## src/rtl/intr_pkg.sv

```systemverilog
// Shared definitions for the interrupt aggregator.
// Assumes a 3-bit word index on the register bus.
package intr_pkg;
    localparam int ADDR_W = 3;

    typedef enum logic [ADDR_W-1:0] {
        IDX_GATE  = 3'd0,
        IDX_TRIG  = 3'd1,
        IDX_FLAGS = 3'd2,
        IDX_ROUTE = 3'd3,
        IDX_ACK   = 3'd4,
        IDX_MODE  = 3'd5
    } reg_idx_e;
endpackage

```

## src/rtl/intr_cfg_regs.sv

```systemverilog
// Configuration registers: gate, trigger select, routing and signalling mode.
// Also decodes the write-one-to-clear strobe. Assumes one access per cycle
// and a synchronous active-low reset.
module intr_cfg_regs
    import intr_pkg::*;
#(
    parameter int NCH = 32
) (
    input  logic                 clk,
    input  logic                 rst_n,
    input  logic                 wr_en,
    input  logic [ADDR_W-1:0]    addr,
    input  logic [NCH-1:0]       wdata,
    output logic [NCH-1:0]       gate_q,
    output logic [NCH-1:0]       trig_q,
    output logic [NCH-1:0]       route_q,
    output logic                 pulse_mode_q,
    output logic [NCH-1:0]       ack
);
    // Store configuration words on a write to their index.
    always_ff @(posedge clk) begin
        if (!rst_n) begin
            gate_q       <= '0;
            trig_q       <= '0;
            route_q      <= '0;
            pulse_mode_q <= 1'b0;
        end else if (wr_en) begin
            case (addr)
                IDX_GATE:  gate_q       <= wdata;
                IDX_TRIG:  trig_q       <= wdata;
                IDX_ROUTE: route_q      <= wdata;
                IDX_MODE:  pulse_mode_q <= wdata[0];
                default: ;
            endcase
        end
    end

    // Clear strobe: one cycle, only the bits written as one.
    always_comb begin
        ack = (wr_en && addr == IDX_ACK) ? wdata : '0;
    end
endmodule

```

## src/rtl/intr_capture.sv

```systemverilog
// Per-line event detection and sticky flags. Each line is gated, then
// detected as rising edge (trigger 1) or level (trigger 0). A new event
// beats a clear in the same cycle. Assumes inputs synchronous to clk.
module intr_capture #(
    parameter int NCH = 32
) (
    input  logic           clk,
    input  logic           rst_n,
    input  logic [NCH-1:0] irq_in,
    input  logic [NCH-1:0] gate,
    input  logic [NCH-1:0] trig,
    input  logic [NCH-1:0] ack,
    output logic [NCH-1:0] flags_q,
    output logic [NCH-1:0] evt
);
    logic [NCH-1:0] in_d;

    for (genvar c = 0; c < NCH; c++) begin : g_line
        logic rise;
        // Rising-edge term from the previous input sample.
        always_comb rise = irq_in[c] & ~in_d[c];
        // Event after gating and trigger selection.
        always_comb evt[c] = gate[c] & (trig[c] ? rise : irq_in[c]);

        // Sticky flag: set on event, cleared by ack unless an event arrives.
        always_ff @(posedge clk) begin
            if (!rst_n) begin
                flags_q[c] <= 1'b0;
                in_d[c]    <= 1'b0;
            end else begin
                flags_q[c] <= (flags_q[c] & ~ack[c]) | evt[c];
                in_d[c]    <= irq_in[c];
            end
        end
    end
endmodule

```

## src/rtl/intr_signal.sv

```systemverilog
// Output stage: level (any routed flag) or one-cycle pulse on each routed
// flag that newly sets. Assumes flags and routing come from registers.
module intr_signal #(
    parameter int NCH = 32
) (
    input  logic           clk,
    input  logic           rst_n,
    input  logic [NCH-1:0] flags,
    input  logic [NCH-1:0] route,
    input  logic           pulse_mode,
    output logic           irq_out
);
    logic [NCH-1:0] pend;
    logic [NCH-1:0] pend_d;

    // Routed flags.
    always_comb pend = flags & route;

    // Remember last cycle's routed flags to find new ones.
    always_ff @(posedge clk) begin
        if (!rst_n) pend_d <= '0;
        else        pend_d <= pend;
    end

    // Select level or pulse signalling.
    always_comb irq_out = pulse_mode ? |(pend & ~pend_d) : |pend;
endmodule

```

## src/rtl/intr_aggregator.sv

```systemverilog
// Top of the interrupt aggregator: register bus, read mux, capture and
// output stages. Assumes NCH <= DW; bits at or above NCH read as zero.
module intr_aggregator
    import intr_pkg::*;
#(
    parameter int DW  = 32,
    parameter int NCH = 32
) (
    input  logic              clk,
    input  logic              rst_n,
    input  logic              bus_sel,
    input  logic              bus_wr,
    input  logic [ADDR_W-1:0] bus_addr,
    input  logic [DW-1:0]     bus_wdata,
    output logic [DW-1:0]     bus_rdata,
    input  logic [NCH-1:0]    irq_in,
    output logic              irq_out
);
    logic           wr_en;
    logic [NCH-1:0] gate_q, trig_q, route_q, ack, flags_q, evt;
    logic           pulse_mode_q;

    // Write qualifier.
    always_comb wr_en = bus_sel & bus_wr;

    intr_cfg_regs #(.NCH(NCH)) u_cfg (
        .clk(clk), .rst_n(rst_n), .wr_en(wr_en), .addr(bus_addr),
        .wdata(bus_wdata[NCH-1:0]), .gate_q(gate_q), .trig_q(trig_q),
        .route_q(route_q), .pulse_mode_q(pulse_mode_q), .ack(ack)
    );

    intr_capture #(.NCH(NCH)) u_cap (
        .clk(clk), .rst_n(rst_n), .irq_in(irq_in), .gate(gate_q),
        .trig(trig_q), .ack(ack), .flags_q(flags_q), .evt(evt)
    );

    intr_signal #(.NCH(NCH)) u_sig (
        .clk(clk), .rst_n(rst_n), .flags(flags_q), .route(route_q),
        .pulse_mode(pulse_mode_q), .irq_out(irq_out)
    );

    // Combinational read mux, zero-extended to the bus width.
    always_comb begin
        bus_rdata = '0;
        if (bus_sel && !bus_wr) begin
            case (bus_addr)
                IDX_GATE:  bus_rdata[NCH-1:0] = gate_q;
                IDX_TRIG:  bus_rdata[NCH-1:0] = trig_q;
                IDX_FLAGS: bus_rdata[NCH-1:0] = flags_q;
                IDX_ROUTE: bus_rdata[NCH-1:0] = route_q;
                IDX_MODE:  bus_rdata[0]       = pulse_mode_q;
                default:   bus_rdata          = '0;
            endcase
        end
    end
endmodule

```

## config.mk

```make
export PLATFORM = sky130hd
export DESIGN_NAME = intr_aggregator
export DESIGN_NICKNAME = d
export VERILOG_FILES = /design/src/rtl/intr_pkg.sv /design/src/rtl/intr_cfg_regs.sv /design/src/rtl/intr_capture.sv /design/src/rtl/intr_signal.sv /design/src/rtl/intr_aggregator.sv
export SDC_FILE = /design/constraint.sdc
export NUM_CORES = 1
export LEC_CHECK = 0
export CORE_ASPECT_RATIO = 1.75
export CORE_MARGIN = 2
export CORE_UTILIZATION = 55
export DETAILED_ROUTE_END_ITERATION = 12
export PLACE_DENSITY = 0.89
export SYNTH_ARGS = -nofsm -noshare
export SYNTH_HDL_FRONTEND = slang
export SYNTH_SLANG_ARGS = --single-unit
```

## constraint.sdc

```tcl
create_clock -name clk -period 4.9 [get_ports clk]
set_clock_uncertainty 0.05 [all_clocks]
set_input_delay 0.49 -clock clk [delete_from_list [all_inputs] [get_ports clk]]
set_output_delay 0.49 -clock clk [all_outputs]
set_load 0.03 [all_outputs]
```

==> results of run 1 <==
## cell usage after synthesis (all sizes together) (2+ instances only)
cell type  count
clkbuf        47
a21boi        97
o21ai          2
nor2b         32
nand3b         9
a21oi         32
o2111ai        3
nand4          6
nor3           6
dfxtp        193
a32oi         32
buf           16
and2          32
and3          36
nand2        284
nand3          5
a22oi         66
or3            2
o22ai          9
nor2           5
## final cells by class
cell class	instances	area (sq um)	share of cell area
repair buffers	115	1120	0.117
clock buffers	21	470	0.0492
flip-flops and latches	193	3860	0.404
clock inverters	9	131	0.0137
well taps	177	221	0.0232
multi-input cells	667	3750	0.392
inverters	1	3.75	0.000393
## worst paths after layout
kind	startpoint	slack [ps]	to	cells past startpoint
hold reg to reg	u_cfg.trig_q[10]	420	u_cfg.trig_q[10]	2
hold / removal	u_cfg.trig_q[10]	420	u_cfg.trig_q[10]	2
setup / recovery	bus_addr[0]	1250	bus_rdata[0]	7
setup reg to reg	u_cfg.trig_q[28]	3990	u_cap.flags_q[28]	3
## registers in the layout, indices dropped and copies added (netlist names)
signal,cells
u_cfg.route_q,32
u_cfg.gate_q,32
u_sig.pend_d,32
u_cfg.trig_q,32
u_cfg.pulse_mode_q,1
u_cap.flags_q,32
u_cap.in_d,32
## cells by family (layout without fill, tap and decap cells)
| group | count (synthesis) | in the layout | share of synthesized area |
|---|---|---|---|
| buf+inv | 64 | 146 | 0.0330 |
| simple gates | 421 | 421 | 0.245 |
| mux | 1 | 1 | 0.00128 |
| compound gates | 245 | 245 | 0.228 |
| flops | 193 | 193 | 0.492 |
## critical path: cells and delay by family
kind	cells	cell delay, ps
buffers and inverters	3	1820
and+or+nand+nor	2	210
AOI/OAI and AO/OA	2	590
## where the power goes
| group | internal [mW] | switching [mW] | leakage [nW] | total (mW) |
|---|---|---|---|---|
| clock network | 0.838 | 0.575 | 0.287 | 1.41 |
| logic | 0.0879 | 0.0950 | 1.30 | 0.183 |
| registers | 1.59 | 0.0160 | 1.57 | 1.61 |
## metrics by stage
| step | power, mW | instance area [sq um] | worst slack, ps | hold WS, ps | std cells |
|---|---|---|---|---|---|
| final | 3.21 | 9560 | 1250 | 421 | 1183 |
| after global routing | 3.29 | 9560 | 1030 | 448 | 1183 |
| after CTS | 3.21 | 9560 | 1290 | 424 | 1183 |
| after detailed placement | 1.83 | 8950 | 1320 | 414 | 1153 |
| after global placement | 1.82 | 8950 | 1340 | 408 | 1153 |
| after floorplan | 1.72 | 7850 | 1710 | 398 | 924 |
## metal layers
| layer | up-vias | global-route usage | share of wire |
|---|---|---|---|
| met5 | - | 0 | 0 |
| met4 | 0 | 0.138 | 0.042 |
| met3 | 83 | 0.0501 | 0.074 |
| met2 | 373 | 0.494 | 0.51 |
| met1 | 3332 | 0.332 | 0.37 |
| li1 | 3354 | - | - |
==> metrics.csv, run 1 <==
metric,value,unit
area delta synth->final,21.8,%
Final Setup Violations,0,
H-tree depth,4,
"most common cell after layout, fill and taps aside",nand2_1,
layout cells sized above 1,0.0487,
Main synth FF type,dfxtp_1,
VDD IR-drop max,0.192,mV
drt pass-1 iters,5,
final wirelength,21400,um
remaining antenna violation count after routing,0,
CORE AREA,13900,sq um
Slew @ Worst Pin,1020,ps
CP Capture Type,primary output,
# port buffers,103,
leakage power,3.16,nW
maximum clock frequency,274,MHz
Routed wire per std cell,18.1,um
RSZ-0062 raised after global routing,no,
Final Util,0.687,
Final Hold Fails,0,
Synth area leaders,"dfxtp_1 (49%), nand2_1 (14%), a22oi_1 (6.3%), a21boi_0 (5.4%), a21boi_1 (3.9%)",
# fillers,1105,
Synth top area share,0.492,
Die Span Y,162,um
critical path startpoint category,input port,
Post-Syn Instances,924,
unique cell type count in the Yosys netlist,35,
slowest cell delay on critical path,750,ps
CP Max Fanout,34,
io pins,104,
Rows,57,
CTS Sinks,193,
ys async rst share,0,
vias in the first global route,6917,
Via Count,7142,
Post-Syn Nets,995,
"Avg Cell Area, Syn",8.49,sq um
clock-pin slew on the worst setup and hold paths,60,ps
DIE WIDTH,94.3,um
drc violations,0,
#FFs+latches synth,193,
DP HPWL,13600,um
worst relative slew slack,0.319,
grt ovf,0,
CTS tree,built,
"Req. time, crit path",4360,ps
Initial Utilization,0.564,
n_diodes,0,
largest net degree at the start of global routing,127,
post-layout net count,1066,
status,completed,
Clock Tree Buf Depth,2,
Tot GR Track Use,0.284,
Hold Buf Count CTS,0,
1st-iter DRT viols,638,
crit path DAT,3110,ps
initial antenna violation count,0,
count of final max-slew check failures,0,
CP max-delay cell,clkdlybuf4s50_1,
Synth Warn #,0,
post-route setup TNS,0,ps
Hold Crit Class,reg2reg,
synthesized area,7850,sq um
clk_lat worst skew,430,ps
most frequent cells in the layout,"nand2_1 (284), dfxtp_1 (193), clkdlybuf4s50_1 (102)",
Tcrit/Tclk final,0.746,
# Post-CTS Setup Buffers,0,
GPL Wtd Cong,0.916,
CTS buffer count,17,
critical path start-end classification,in2out,
first-pass GRT wire length,34200,um
fin crit period,3650,ps
CTS resizes,0,
Die ar.,15300,sq um
Post-synth EDFFs,0,
crit-path cells,clkdlybuf4s50_1 -> nand2_1 -> nor2_2 -> buf_4 -> a221oi_1 -> a2111oi_0 -> clkdlybuf4s50_1,
register area share after synthesis,0.492,
Max Cap Violations,0,
cell taking the most area after synthesis,dfxtp_1,
Vias per Instance,6.04,
"most used cell, CP",clkdlybuf4s50_1,
Root Buffer,clkbuf_16,
PwrDens,335,nW/um^2
Power figures use the tool's default switching activity.
==> inputs of run 2 (changes only) <==
==> constraint.sdc (replaced) <==
create_clock -name clk -period 3.7 [get_ports clk]
set_clock_uncertainty 0.05 [all_clocks]
set_input_delay 0.37 -clock clk [delete_from_list [all_inputs] [get_ports clk]]
set_output_delay 0.37 -clock clk [all_outputs]
set_load 0.03 [all_outputs]
==> run 2 against run 1 <==
Cell count rose by 0.76%. Core utilization up 0.67 points. Count of clock-buffer cells in the layout fell by 3. Largest power group unchanged. Highest routed layer unchanged.
==> metrics.csv, run 2 (same netlist as run 1, synthesis figures left out) <==
metric,value,unit
status,completed,
vias in the first global route,7251,
remaining antenna violation count after routing,0,
CTS resizes,0,
n_diodes,0,
Hold Buf Count CTS,0,
clock-pin slew on the worst setup and hold paths,70,ps
CTS buffer count,17,
Hold Crit Class,reg2reg,
PwrDens,444,nW/um^2
CTS Sinks,193,
placed cell count,1160,
DP HPWL,14900,um
FF+latch area,3860,sq um
Die ar.,15300,sq um
post-layout net count,1073,
initial antenna violation count,0,
DIE WIDTH,94.3,um
maximum clock frequency,304,MHz
leakage power,3.28,nW
io pins,104,
1st-iter DRT viols,592,
fin crit period,3290,ps
critical path start-end classification,reg2out,
Routed wire per std cell,18.8,um
layout cells sized above 1,0.0837,
Die Span Y,162,um
# Post-CTS Setup Buffers,0,
drc violations,0,
Vias per Instance,6.13,
CP Max Fanout,5,
grt ovf,0,
Initial Utilization,0.564,
crit path DAT,2870,ps
Slew @ Worst Pin,886,ps
VDD IR-drop max,0.258,mV
CORE AREA,13900,sq um
H-tree depth,4,
first-pass GRT wire length,35700,um
CTS tree,built,
Final Hold Fails,0,
"most common cell after layout, fill and taps aside",nand2_1,
Max Cap Violations,0,
"non-filler cells, final",1192,
# port buffers,103,
critical path startpoint category,flop,
Tcrit/Tclk final,0.889,
worst relative slew slack,0.409,
drt pass-1 iters,7,
count of final max-slew check failures,0,
Rows,57,
largest net degree at the start of global routing,114,
most frequent cells in the layout,"nand2_1 (284), dfxtp_1 (193), clkdlybuf4s50_1 (75)",
Root Buffer,clkbuf_16,
Via Count,7303,
overall power,4.29,mW
area delta synth->final,23.0,%
final wirelength,22400,um
clk_lat worst skew,430,ps
# fillers,1054,
post-route setup TNS,0,ps
Clock Tree Buf Depth,2,
CP Capture Type,primary output,
Final Setup Violations,0,
"Req. time, crit path",3280,ps
RSZ-0062 raised after global routing,no,
area occupied by multi-input gates,3740,sq um
Tot GR Track Use,0.298,
GPL Wtd Cong,0.910,
[run 2: changes by cell type in the layout (fill, tap and decap cells not counted), sizes merged]
cell,delta
clkinvlp,-2
clkbuf,-3
buf,+34
clkdlybuf4s50,-27
inv,+3
clkinv,+4
[run 2: layout make-up]
cell class | instances | area share
Inverter | 1 | 0.000389
Multi-Input combinational cell | 667 | 0.388
Sequential cell | 193 | 0.400
Clock inverter | 14 | 0.0183
Tap cell | 177 | 0.0229
Timing Repair Buffer | 122 | 0.125
Clock buffer | 18 | 0.0455
[run 2: critical path: stages, from the launching register on]
cell	delay, ps
dfxtp_1	380
a22oi_1	250
nand3_1	90
or4_1	560
or3_1	410
o31a_1	150
clkdlybuf4s50_1	600
[run 2: worst paths after layout]
kind / depth (start not counted) / end / start / slack, ps
worst max-delay path: 6 / irq_out / u_cap.flags_q[24] / 410
worst min-delay path: 2 / u_cfg.trig_q[6] / u_cfg.trig_q[6] / 430
worst max register to register: 3 / u_cap.flags_q[30] / u_cfg.trig_q[30] / 2810
worst min register to register: 2 / u_cfg.trig_q[6] / u_cfg.trig_q[6] / 430
[run 2: layer usage]
layer  global-route usage  up-vias  part of all wire
li1                     -     3370                 -
met1                0.336     3458              0.37
met2                0.527      357              0.52
met3               0.0445      118             0.060
met4                0.166        0             0.057
met5                    0        -                 0
[run 2: report_power, final]
group	leakage [nW]	switching [mW]	internal (mW)
Combinational	1.41	0.127	0.119
Clock	0.303	0.817	1.09
Sequential	1.57	0.0220	2.11
[run 2: through the flow]
stage	hold slack, ps	cell area (sq um)	worst slack, ps	utilization
floorplan	398	7850	752	-
global placement	408	9030	628	0.650
detailed placement	417	9030	600	0.650
CTS	428	9650	431	0.694
global route	453	9650	339	0.694
finish	427	9650	409	0.694
